<file path="src/rtl/sconv_pkg.sv">
package sconv_pkg;

    localparam int WORD_W  = 24;
    localparam int FRAME_W = 32;
    localparam int CNT_W   = 6;
    localparam int PF_BIT  = 5;

    localparam logic [7:0] CMD_CFG_RD = 8'h94;
    localparam logic [7:0] CMD_CFG_WR = 8'h84;
    localparam logic [7:0] CMD_SINGLE = 8'hC0;

    typedef enum logic [3:0] {
        ST_IDLE,
        ST_CFG_READ,
        ST_CFG_GAP,
        ST_CFG_WRITE,
        ST_WR_GAP,
        ST_CONV_CMD,
        ST_WAIT_RDY,
        ST_FLAG_CLR,
        ST_RES_READ,
        ST_FINISH,
        ST_ABORT
    } acq_state_e;

    function automatic logic is_shift_state(acq_state_e s);
        return (s == ST_CFG_READ) || (s == ST_CFG_WRITE) || (s == ST_CONV_CMD) ||
               (s == ST_FLAG_CLR) || (s == ST_RES_READ);
    endfunction

    function automatic logic is_select_state(acq_state_e s);
        return is_shift_state(s) || (s == ST_WAIT_RDY);
    endfunction

endpackage

</file>
<file path="src/rtl/sconv_bit_engine.sv">
module sconv_bit_engine #(
    parameter int HALF        = 4,
    parameter int SYNC_STAGES = 2
) (
    input  logic                         clk,
    input  logic                         rst_n,
    input  logic                         go,
    input  logic [sconv_pkg::CNT_W-1:0]  nbits,
    input  logic [sconv_pkg::FRAME_W-1:0] tx_word,
    input  logic                         din,
    output logic                         din_s,
    output logic                         sclk,
    output logic                         dout,
    output logic                         busy,
    output logic                         fin,
    output logic [sconv_pkg::WORD_W-1:0] rx_word
);
    import sconv_pkg::*;

    localparam int HCNT_W = (HALF > 1) ? $clog2(HALF) : 1;
    localparam logic [HCNT_W-1:0] HCNT_LAST = HCNT_W'(HALF - 1);

    logic [SYNC_STAGES-1:0] sync_q;
    logic [HCNT_W-1:0]      hcnt_q;
    logic [CNT_W-1:0]       bcnt_q;
    logic [FRAME_W-1:0]     tx_q;
    logic [WORD_W-1:0]      rx_q;
    logic                   sclk_q;
    logic                   dout_q;
    logic                   busy_q;
    logic                   half_end;

    generate
        if (SYNC_STAGES > 1) begin : g_sync_chain
            always_ff @(posedge clk or negedge rst_n) begin
                if (!rst_n) sync_q <= '1;
                else        sync_q <= {sync_q[SYNC_STAGES-2:0], din};
            end
        end else begin : g_sync_single
            always_ff @(posedge clk or negedge rst_n) begin
                if (!rst_n) sync_q <= '1;
                else        sync_q <= din;
            end
        end
    endgenerate

    assign din_s    = sync_q[SYNC_STAGES-1];
    assign half_end = (hcnt_q == HCNT_LAST);

    always_ff @(posedge clk or negedge rst_n) begin
        if (!rst_n) begin
            busy_q <= 1'b0;
            sclk_q <= 1'b0;
            dout_q <= 1'b0;
            hcnt_q <= '0;
            bcnt_q <= '0;
            tx_q   <= '0;
            rx_q   <= '0;
        end else if (go) begin
            busy_q <= 1'b1;
            sclk_q <= 1'b0;
            hcnt_q <= '0;
            bcnt_q <= nbits - CNT_W'(1);
            tx_q   <= tx_word;
            dout_q <= tx_word[FRAME_W-1];
        end else if (busy_q) begin
            if (half_end) begin
                hcnt_q <= '0;
                if (!sclk_q) begin
                    sclk_q <= 1'b1;
                    rx_q   <= {rx_q[WORD_W-2:0], din_s};
                end else begin
                    sclk_q <= 1'b0;
                    if (bcnt_q == '0) begin
                        busy_q <= 1'b0;
                        dout_q <= 1'b0;
                    end else begin
                        bcnt_q <= bcnt_q - CNT_W'(1);
                        tx_q   <= {tx_q[FRAME_W-2:0], 1'b0};
                        dout_q <= tx_q[FRAME_W-2];
                    end
                end
            end else begin
                hcnt_q <= hcnt_q + HCNT_W'(1);
            end
        end
    end

    assign fin     = busy_q && sclk_q && half_end && (bcnt_q == '0);
    assign sclk    = sclk_q;
    assign dout    = dout_q;
    assign busy    = busy_q;
    assign rx_word = rx_q;

endmodule

</file>
<file path="src/rtl/sconv_wait_timer.sv">
module sconv_wait_timer #(
    parameter int TMO_W = 16
) (
    input  logic             clk,
    input  logic             rst_n,
    input  logic             run,
    input  logic [TMO_W-1:0] limit,
    output logic             expired
);
    logic [TMO_W-1:0] cnt_q;

    always_ff @(posedge clk or negedge rst_n) begin
        if (!rst_n)   cnt_q <= '0;
        else if (run) cnt_q <= cnt_q + TMO_W'(1);
        else          cnt_q <= '0;
    end

    assign expired = run && (cnt_q == limit);

endmodule

</file>
<file path="src/rtl/sconv_result_unpack.sv">
module sconv_result_unpack (
    input  logic [sconv_pkg::WORD_W-1:0] raw,
    input  logic                         fmt_20b,
    output logic [19:0]                  data,
    output logic                         ovf,
    output logic                         osc
);
    always_comb begin
        if (fmt_20b) data = raw[23:4];
        else         data = {4'b0000, raw[23:8]};
        osc = raw[1];
        ovf = raw[0];
    end
endmodule

</file>
<file path="src/rtl/sconv_acq_seq.sv">
module sconv_acq_seq #(
    parameter int SCLK_HALF   = 4,
    parameter int SYNC_STAGES = 2,
    parameter int TMO_W       = 16
) (
    input  logic             clk,
    input  logic             rst_n,
    input  logic             start,
    input  logic             fmt_20b,
    input  logic [TMO_W-1:0] wait_limit,
    output logic             ser_clk,
    output logic             ser_sel_n,
    output logic             ser_dout,
    input  logic             ser_din,
    output logic [23:0]      res_raw,
    output logic [19:0]      res_data,
    output logic             res_ovf,
    output logic             res_osc,
    output logic             done,
    output logic             tmo_err,
    output logic             busy
);
    import sconv_pkg::*;

    localparam logic [WORD_W-1:0] PF_MASK = WORD_W'(1) << PF_BIT;

    acq_state_e state, nxt;

    logic               eng_go, eng_busy, eng_fin, din_s, wait_expired;
    logic [CNT_W-1:0]   eng_nbits;
    logic [FRAME_W-1:0] eng_tx;
    logic [WORD_W-1:0]  eng_rx;
    logic [WORD_W-1:0]  cfg_q, raw_q;
    logic               fmt_q, res_fmt_q;
    logic               sel_n_q, done_q, err_q, busy_q;

    sconv_bit_engine #(
        .HALF        (SCLK_HALF),
        .SYNC_STAGES (SYNC_STAGES)
    ) u_engine (
        .clk     (clk),
        .rst_n   (rst_n),
        .go      (eng_go),
        .nbits   (eng_nbits),
        .tx_word (eng_tx),
        .din     (ser_din),
        .din_s   (din_s),
        .sclk    (ser_clk),
        .dout    (ser_dout),
        .busy    (eng_busy),
        .fin     (eng_fin),
        .rx_word (eng_rx)
    );

    sconv_wait_timer #(.TMO_W(TMO_W)) u_timer (
        .clk     (clk),
        .rst_n   (rst_n),
        .run     (state == ST_WAIT_RDY),
        .limit   (wait_limit),
        .expired (wait_expired)
    );

    sconv_result_unpack u_unpack (
        .raw     (raw_q),
        .fmt_20b (res_fmt_q),
        .data    (res_data),
        .ovf     (res_ovf),
        .osc     (res_osc)
    );

    // state register
    always_ff @(posedge clk or negedge rst_n) begin
        if (!rst_n) state <= ST_IDLE;
        else        state <= nxt;
    end

    // next-state decode
    always_comb begin
        nxt = state;
        unique case (state)
            ST_IDLE:      if (start) nxt = ST_CFG_READ;
            ST_CFG_READ:  if (eng_fin) nxt = ST_CFG_GAP;
            ST_CFG_GAP:   nxt = ST_CFG_WRITE;
            ST_CFG_WRITE: if (eng_fin) nxt = ST_WR_GAP;
            ST_WR_GAP:    nxt = ST_CONV_CMD;
            ST_CONV_CMD:  if (eng_fin) nxt = ST_WAIT_RDY;
            ST_WAIT_RDY: begin
                if (!din_s)            nxt = ST_FLAG_CLR;
                else if (wait_expired) nxt = ST_ABORT;
            end
            ST_FLAG_CLR:  if (eng_fin) nxt = ST_RES_READ;
            ST_RES_READ:  if (eng_fin) nxt = ST_FINISH;
            ST_FINISH:    nxt = ST_IDLE;
            ST_ABORT:     nxt = ST_IDLE;
            default:      nxt = ST_IDLE;
        endcase
    end

    // shift request toward the bit engine
    always_comb begin
        eng_go    = (nxt != state) && is_shift_state(nxt);
        eng_nbits = CNT_W'(8);
        eng_tx    = '0;
        unique case (nxt)
            ST_CFG_READ: begin
                eng_nbits = CNT_W'(FRAME_W);
                eng_tx    = {CMD_CFG_RD, {WORD_W{1'b0}}};
            end
            ST_CFG_WRITE: begin
                eng_nbits = CNT_W'(FRAME_W);
                eng_tx    = {CMD_CFG_WR, cfg_q};
            end
            ST_CONV_CMD: begin
                eng_tx    = {CMD_SINGLE, {WORD_W{1'b0}}};
            end
            ST_RES_READ: begin
                eng_nbits = CNT_W'(WORD_W);
            end
            default: begin
                eng_nbits = CNT_W'(8);
            end
        endcase
    end

    // data captures
    always_ff @(posedge clk or negedge rst_n) begin
        if (!rst_n) begin
            cfg_q     <= '0;
            raw_q     <= '0;
            fmt_q     <= 1'b1;
            res_fmt_q <= 1'b1;
        end else begin
            if (state == ST_IDLE && start)
                fmt_q <= fmt_20b;
            if (state == ST_CFG_READ && eng_fin)
                cfg_q <= eng_rx | PF_MASK;
            if (state == ST_RES_READ && eng_fin) begin
                raw_q     <= eng_rx;
                res_fmt_q <= fmt_q;
            end
        end
    end

    // registered outputs
    always_ff @(posedge clk or negedge rst_n) begin
        if (!rst_n) begin
            sel_n_q <= 1'b1;
            done_q  <= 1'b0;
            err_q   <= 1'b0;
            busy_q  <= 1'b0;
        end else begin
            sel_n_q <= !is_select_state(nxt);
            done_q  <= (nxt == ST_FINISH);
            err_q   <= (nxt == ST_ABORT);
            busy_q  <= (nxt != ST_IDLE);
        end
    end

    assign ser_sel_n = sel_n_q;
    assign done      = done_q;
    assign tmo_err   = err_q;
    assign busy      = busy_q;
    assign res_raw   = raw_q;

    // the word going back out has the port flag forced
    p_cfg_pf_set_r1: assert property (@(posedge clk) disable iff (!rst_n)
        (state == ST_CFG_WRITE) |-> cfg_q[PF_BIT]);

    // no bit clock while waiting for the ready flag
    p_wait_quiet_r3: assert property (@(posedge clk) disable iff (!rst_n)
        (state == ST_WAIT_RDY) |-> !ser_clk);

    // data toward the converter held low while clearing the flag
    p_clear_low_r4: assert property (@(posedge clk) disable iff (!rst_n)
        (state == ST_FLAG_CLR) |-> !ser_dout);

    // select held from the wait through the result read
    p_sel_held_r5: assert property (@(posedge clk) disable iff (!rst_n)
        ((state == ST_WAIT_RDY) || (state == ST_FLAG_CLR) || (state == ST_RES_READ))
        |-> !ser_sel_n);

    // completion strobe lasts one cycle, select already released
    p_done_one_r8: assert property (@(posedge clk) disable iff (!rst_n)
        done |=> !done);

    p_done_released_r8: assert property (@(posedge clk) disable iff (!rst_n)
        done |-> (ser_sel_n && !eng_busy));

    // error strobe never accompanies completion
    p_err_excl_r9: assert property (@(posedge clk) disable iff (!rst_n)
        tmo_err |-> (!done && ser_sel_n));

endmodule

</file>
<file path="config.mk">
export PLATFORM = sky130hd
export DESIGN_NAME = sconv_acq_seq
export DESIGN_NICKNAME = d
export VERILOG_FILES = /design/src/rtl/sconv_pkg.sv /design/src/rtl/sconv_bit_engine.sv /design/src/rtl/sconv_wait_timer.sv /design/src/rtl/sconv_result_unpack.sv /design/src/rtl/sconv_acq_seq.sv
export SDC_FILE = /design/constraint.sdc
export NUM_CORES = 1
export LEC_CHECK = 0
export ABC_AREA = 1
export CAP_MARGIN = 20
export CELL_PAD_IN_SITES_DETAIL_PLACEMENT = 0
export CELL_PAD_IN_SITES_GLOBAL_PLACEMENT = 1
export CORE_MARGIN = 2
export CORE_UTILIZATION = 42
export CTS_CLUSTER_DIAMETER = 60
export CTS_CLUSTER_SIZE = 12
export DETAILED_ROUTE_END_ITERATION = 16
export PLACE_DENSITY = 0.86
export RECOVER_POWER = 25
export SLEW_MARGIN = 20
export SYNTH_ARGS = -nofsm -noshare
export SYNTH_HDL_FRONTEND = slang
export SYNTH_SLANG_ARGS = --single-unit
export TNS_END_PERCENT = 20
</file>
<file path="constraint.sdc">
create_clock -name clk -period 2.85 [get_ports clk]
set_clock_uncertainty 0.2 [all_clocks]
set_input_delay 0.57 -clock clk [delete_from_list [all_inputs] [get_ports clk]]
set_output_delay 0.57 -clock clk [all_outputs]
set_load 0.02 [all_outputs]
</file>
* Yosys cells after proc, flatten, opt, wreduce, memory -nomap -nowiden
Cells that the tools add are included.
** Word-level totals
- Register bits :: 142
- Bits of input ports :: 21
- Output and inout port bits :: 52
- Word-level logic and storage cells :: 109
** Operators by class
- Add/sub/neg operators :: 4
- Equality and inequality tests :: 20
- Mux-type cells :: 40
- Bitwise logic cells :: 2
- Reduce and logical (&&, ||, !) cells :: 25
** Operators with widths (count)
- 2-to-1 mux 31 bit :: 5
- one-hot mux 32 bit (3 select lines) :: 1
- one-hot mux 4 bit (9 select lines) :: 1
- 2-to-1 mux 4 bit :: 8
- 2-to-1 mux 6 bit :: 5
- equality test 4 x 3 -> 1 bit, second input constant :: 7
- 2-to-1 mux 20 bit :: 1
- adder 16 x 1 -> 16 bit, second input constant :: 1
- equality test 16 bit :: 1
- equality test 4 bit, second input constant :: 4
- 2-to-1 mux 16 bit :: 1
- 2-to-1 mux 1 bit :: 14
- equality test 4 x 2 -> 1 bit, second input constant :: 3
- one-hot mux 6 bit (2 select lines) :: 1
- subtractor 6 x 1 -> 6 bit, second input constant :: 2
- equality test 4 x 1 -> 1 bit, second input constant :: 2
- logical AND 1 bit :: 8
- AND reduction 4 bit :: 2
- zero test 6 bit :: 1
- 2-to-1 mux 2 bit :: 3
- nonzero test 2 bit :: 3
- logical OR 1 bit :: 5
- zero test 4 bit :: 1
- inequality test 4 bit :: 1
- other kinds (9) :: 10

* Longest topological paths before layout
- Depth in word-level cells :: 13
- Depth in mapped cells :: 19
- Mapped depth without buffers :: 18

* Cells and area by module
A second synthesis with hierarchy kept.
** Second synthesis, totals
- Cells, all modules :: 943
- Area total of the unflattened synthesis :: 7188.1 um^2
** By module, submodules not included
- sconv_bit_engine :: times used 1, cells an instance 393, area an instance 3228.1 um^2, seq. area each 1704.1 um^2
- sconv_acq_seq :: times used 1, cells an instance 310, area an instance 2595.0 um^2, seq. area each 1455.1 um^2
- sconv_wait_timer :: times used 1, cells an instance 178, area an instance 1118.6 um^2, seq. area each 400.4 um^2
- sconv_result_unpack :: times used 1, cells an instance 62, area an instance 246.5 um^2, seq. area each 0.0 um^2

* Worst setup path before layout
No wires, ideal clock.
- Path type :: reg-to-reg
- Start :: register state[3]
- End :: register u_engine.tx_q[0]
- Setup time :: 0.121 ns
- Data arrival time :: 1.991 ns
- Required time :: 2.529 ns
- Setup slack :: 0.538 ns
- Stages on the path, launching flop included :: 17
- Buffers on the path :: 3
- Clock period less this slack :: 2.312 ns
- Cells stage by stage :: dfrtp_1 buf_2 nor2_2 nand2_1 buf_6 nor2_2 nand2_1 nor2_2 nand4_2 nand2_1 nand3_1 nand2_2 nand2_4 o21ai_2 nand2_4 buf_6 a22o_1
** Between the ends
- Longest elaborated chain between the ends :: 13
- Elaborated cells on any way between the ends :: 37
- Classes of those cells :: 15 x eq/ne; 11 x mux; 11 x reduce/logical
** RTL lines
- from (decl) :: line sconv_acq_seq.sv:27 : acq_state_e state, nxt;
- from (signal assigned) :: line sconv_acq_seq.sv:74 : else state <= nxt;
- equality test 4 x 3 -> 1 bit :: line sconv_acq_seq.sv:58, sconv_acq_seq.sv:80
- logical AND 1 bit :: line sconv_wait_timer.sv:18 : assign expired = run && (cnt_q == limit);
- 2-to-1 mux 4 bit :: line sconv_acq_seq.sv:89 : else if (wait_expired) nxt = ST_ABORT;
- 2-to-1 mux 4 bit :: line sconv_acq_seq.sv:88 : if (!din_s) nxt = ST_FLAG_CLR;
- one-hot mux 4 bit (9 select lines) :: line sconv_acq_seq.sv:80 : unique case (state)
- equality test 4 x 1 -> 1 bit / equality test 4 x 2 -> 1 bit (equally long branches) :: line sconv_pkg.sv:27, sconv_acq_seq.sv:104
- logical OR 1 bit (3 in series) :: line sconv_pkg.sv:27 : return (s == ST_CFG_READ) || (s == ST_CFG_WRITE) || (s == ST_CONV_CMD) ||
- logical OR 1 bit :: line sconv_pkg.sv:28 : (s == ST_FLAG_CLR) || (s == ST_RES_READ);
- logical AND 1 bit :: line sconv_acq_seq.sv:101 : eng_go = (nxt != state) && is_shift_state(nxt);
- inequality test 2 bit (no line) / nonzero test 2 bit (equally long branches)
- AND reduction 4 bit (no line)
- to (signal assigned) :: line sconv_bit_engine.sv:64 : tx_q <= tx_word;
- to (signal assigned) :: line sconv_bit_engine.sv:79 : tx_q <= {tx_q[FRAME_W-2:0], 1'b0};
- to (decl) :: line sconv_bit_engine.sv:26 : logic [FRAME_W-1:0] tx_q;
Several ways; a longest one is shown, not always the timed one.
A chain may end at the register's enable or synchronous reset.

* Final worst setup path
- Start :: register res_fmt_q
- End :: output port res_data[15]
** Between the ends
- Longest elaborated chain between the ends :: 1
** RTL lines
- from (decl) :: line sconv_acq_seq.sv:34 : logic fmt_q, res_fmt_q;
- from (signal assigned) :: line sconv_acq_seq.sv:139 : res_fmt_q <= fmt_q;
- 2-to-1 mux 20 bit :: line sconv_result_unpack.sv:9 : if (fmt_20b) data = raw[23:4];
- to (decl) :: line sconv_acq_seq.sv:16 : output logic [19:0] res_data,
Every way passes these cells.

==> results.py <==
metrics = {
    "sta": {
        "slew_violations": 0,
        "setup_tns_ns": 0,
        "finalCriticalPeriod_ns": 2.73,
        "max_slew_margin_pct": 4.25,
        "hold_viol": 0,
        "fmaxAchievable_mhz": 366,
        "fin_crit_sh_pct": 95.9,
        "tightest_slew_ns": 1.44,
        "setup_violations": 0,
    },
    "detailed_routing": {
        "via_per_inst": 4.80,
        "routedWlPerCell_um": 13.1,
        "vias": 5068,
        "first_iter_violations": 424,
        "wirelength_mm": 13.8,
        "drc": 0,
        "drtAntennaViolNets": 0,
        "drtPass1Iterations": 5,
    },
    "floorplanning": {
        "die_h_um": 128,
        "start_util_pct": 42.7,
        "row_count": 45,
        "die_area_mm2": 0.0164,
        "die_w_um": 128,
        "ios": 73,
        "core_area_mm2": 0.0151,
    },
    "logic_synthesis": {
        "synth.most_common_cell": "nand2_1",
        "yosys.area_share.xor_xnor_pct": 0.812,
        "synthTopCellsByArea": "dfrtp_1 (53%), nand2_1 (12%), o21ai_0 (7.0%)",
        "synth_area_mm2": 0.00647,
        "synth_fp_nets": 789,
        "ys_top_cells_by_count": "nand2_1 (204), dfrtp_1 (137), inv_1 (96), o21ai_0 (90), nor2_1 (45)",
        "synth_compound_area_share_pct": 15.5,
        "synth_top_area_share_pct": 53.0,
        "muxShareOfSynthArea_pct": 0.155,
        "synth_edf_count": 0,
        "synth_warnings": 0,
        "dominantRegCellSynth": "dfrtp_1",
        "syn_avg_cell_area_um2": 8.45,
        "synth_async_sr_flop_share_pct": 100,
        "synth_top_family_by_area": "simple AND/OR/NAND/NOR gates",
        "yosysSeqAreaShare_pct": 55.0,
        "synthSimpleGateAreaFrac_pct": 19.3,
        "yosys.area_share.adder_pct": 0.387,
        "syn_inst": 766,
        "yosysTopAreaCell": "dfrtp_1",
        "yosysUniqueCellTypes": 39,
        "synth_seq_cells": 142,
    },
    "power_and_ir_drop": {
        "peakVddDrop_mv": 0.459,
        "p_per_area_mw_per_mm2": 529,
        "p_leak_nw": 3.66,
    },
    "cells_and_area": {
        "final_area_mm2": 0.00817,
        "layout.nets": 879,
        "syn2layout_area_growth_pct": 26.2,
        "multi_input_area_mm2": 0.00237,
        "fillers": 1391,
        "antennaDiodeCount": 0,
        "seqCellArea_mm2": 0.00356,
        "fin_cells": 1055,
        "final_layout_size_suffix_gt1_share_pct": 10.7,
    },
    "critical_path": {
        "end_kind": "primary output",
        "cp_max_fo": 37,
        "required_ns": 2.08,
        "worstSetupPathType": "reg -> out",
        "cp_data_arrival_time_ns": 1.96,
        "startpoint_type": "flop",
    },
    "global_route": {
        "grt.total_usage_pct": 18.2,
        "grt_max_degree": 57,
        "grt_pass1_vias": 4832,
        "grt_first_pass_wirelength_mm": 23.7,
        "overflow": 0,
        "antenna_found_initial": 0,
    },
    "job": {
        "cap_viol_max_count": 0,
    },
    "placement": {
        "place_congestion": 0.807,
        "port_buffers": 72,
        "placed_cells": 1024,
        "hpwl_mm": 9.82,
        "place_area_mm2": 0.00756,
    },
    "status": {
        "outcome": "finished clean",
    },
    "clock_tree": {
        "root_buffer": "clkbuf_16",
        "cts.clk_slew.worst_paths_ns": 0.06,
        "cts.sinks": 142,
        "cts_buffer_depth": 2,
        "tritoncts": "yes",
        "numCtsBuffers": 17,
        "clk_latency_ns": 0.42,
        "h-tree-depth": 4,
    },
    "hold_path": {
        "min_path_type": "reg -> reg",
    },
}
registers in the layout, indices dropped and copies added, names as in the netlist, 2 cells and up:
name	cells
u_timer.cnt_q	16
res_raw	24
u_engine.hcnt_q	2
state	4
u_engine.sync_q	2
u_engine.rx_word	24
u_engine.tx_q	31
cfg_q	24
u_engine.bcnt_q	6
layer usage:
metal / GRT usage (%) / routed length, um
met1: 24.9 / 6660
met2: 28.6 / 6510
met3: 3.51 / 326
met4: 7.56 / 305
met5: 0 / 0
layout make-up:
| type | count | area share [%] |
|---|---|---|
| Inverter | 99 | 4.57 |
| Sequential cell | 142 | 43.6 |
| Multi-Input combinational cell | 489 | 29.0 |
| Clock inverter | 7 | 1.38 |
| Clock buffer | 23 | 5.73 |
| Timing Repair Buffer | 107 | 12.9 |
| Tap cell | 188 | 2.88 |
worst max-delay path, cell delays in order (launching register included):
cell and delay [ns]:
dfstp_2 0.54, buf_12 0.17, nor2_1 0.06, a21oi_1 0.12, clkdlybuf4s50_1 0.64
power breakdown:
part / internal (mW) / switching (mW)
combinational: 0.0381 / 0.0587
clock: 1.41 / 0.789
sequential: 2.02 / 0.00332
total: 3.47 / 0.851
logic make-up (layout without fill, tap and decap cells):
kind of cell | Yosys count | after routing
AO/OA/AOI/OAI | 180 | 180
XOR/XNOR | 6 | 6
adder cells (fa/ha/maj) | 2 | 2
buffers and inverters | 135 | 236
flip-flops | 142 | 142
multiplexers | 1 | 1
AND/OR/NAND/NOR | 300 | 300
final timing paths:
check,startpoint,endpoint,slack [ns],depth (start not counted)
setup / recovery,res_fmt_q,res_data[15],0.12,4
max in group asynchronous,rst_n,fmt_q,0.59,3
setup reg to reg,u_engine.hcnt_q[0],u_engine.bcnt_q[4],0.24,18
min in group asynchronous,rst_n,u_engine.tx_q[30],0.82,2
hold / removal,u_engine.sync_q[0],u_engine.sync_q[1],0.16,0
hold reg to reg,u_engine.sync_q[0],u_engine.sync_q[1],0.16,0
through the flow:
step | worst slack (ns) | util [%] | power (mW) | hold WS [ns]
3_3_place_gp | -0.0652 | 49.9 | 2.16 | 0.146
4_1_cts | 0.0885 | 53.8 | 4.37 | 0.155
6_report | 0.118 | 53.9 | 4.32 | 0.160
5_1_grt | -0.0145 | 53.9 | 4.48 | 0.163
2_1_floorplan | 0.538 | - | 2.08 | 0.0744
3_5_place_dp | -0.0934 | 49.9 | 2.16 | 0.147
repair_timing:
| item | CTS | global route |
|---|---|---|
| setup buffers | 0 | 0 |
| hold buffers | 1 | 0 |
| endpoints found under the setup margin | 0 | 56 |
| gates resized for setup | 0 | 6 |
| hold endpoints to repair | 52 | 0 |
cell usage in the layout (no fill, tap or decap), drive strengths merged, types with 5 or more instances in the layout:
| cell type | instances |
|---|---|
| clkdlybuf4s50 | 70 |
| a22oi | 23 |
| nand2 | 207 |
| dfstp | 5 |
| o21ai | 125 |
| dfrtp | 137 |
| inv | 98 |
| clkbuf | 25 |
| a21oi | 21 |
| nor2 | 51 |
| nor3 | 9 |
| nand3 | 24 |
| buf | 33 |
No activity file was read; power rests on OpenSTA's default activity.
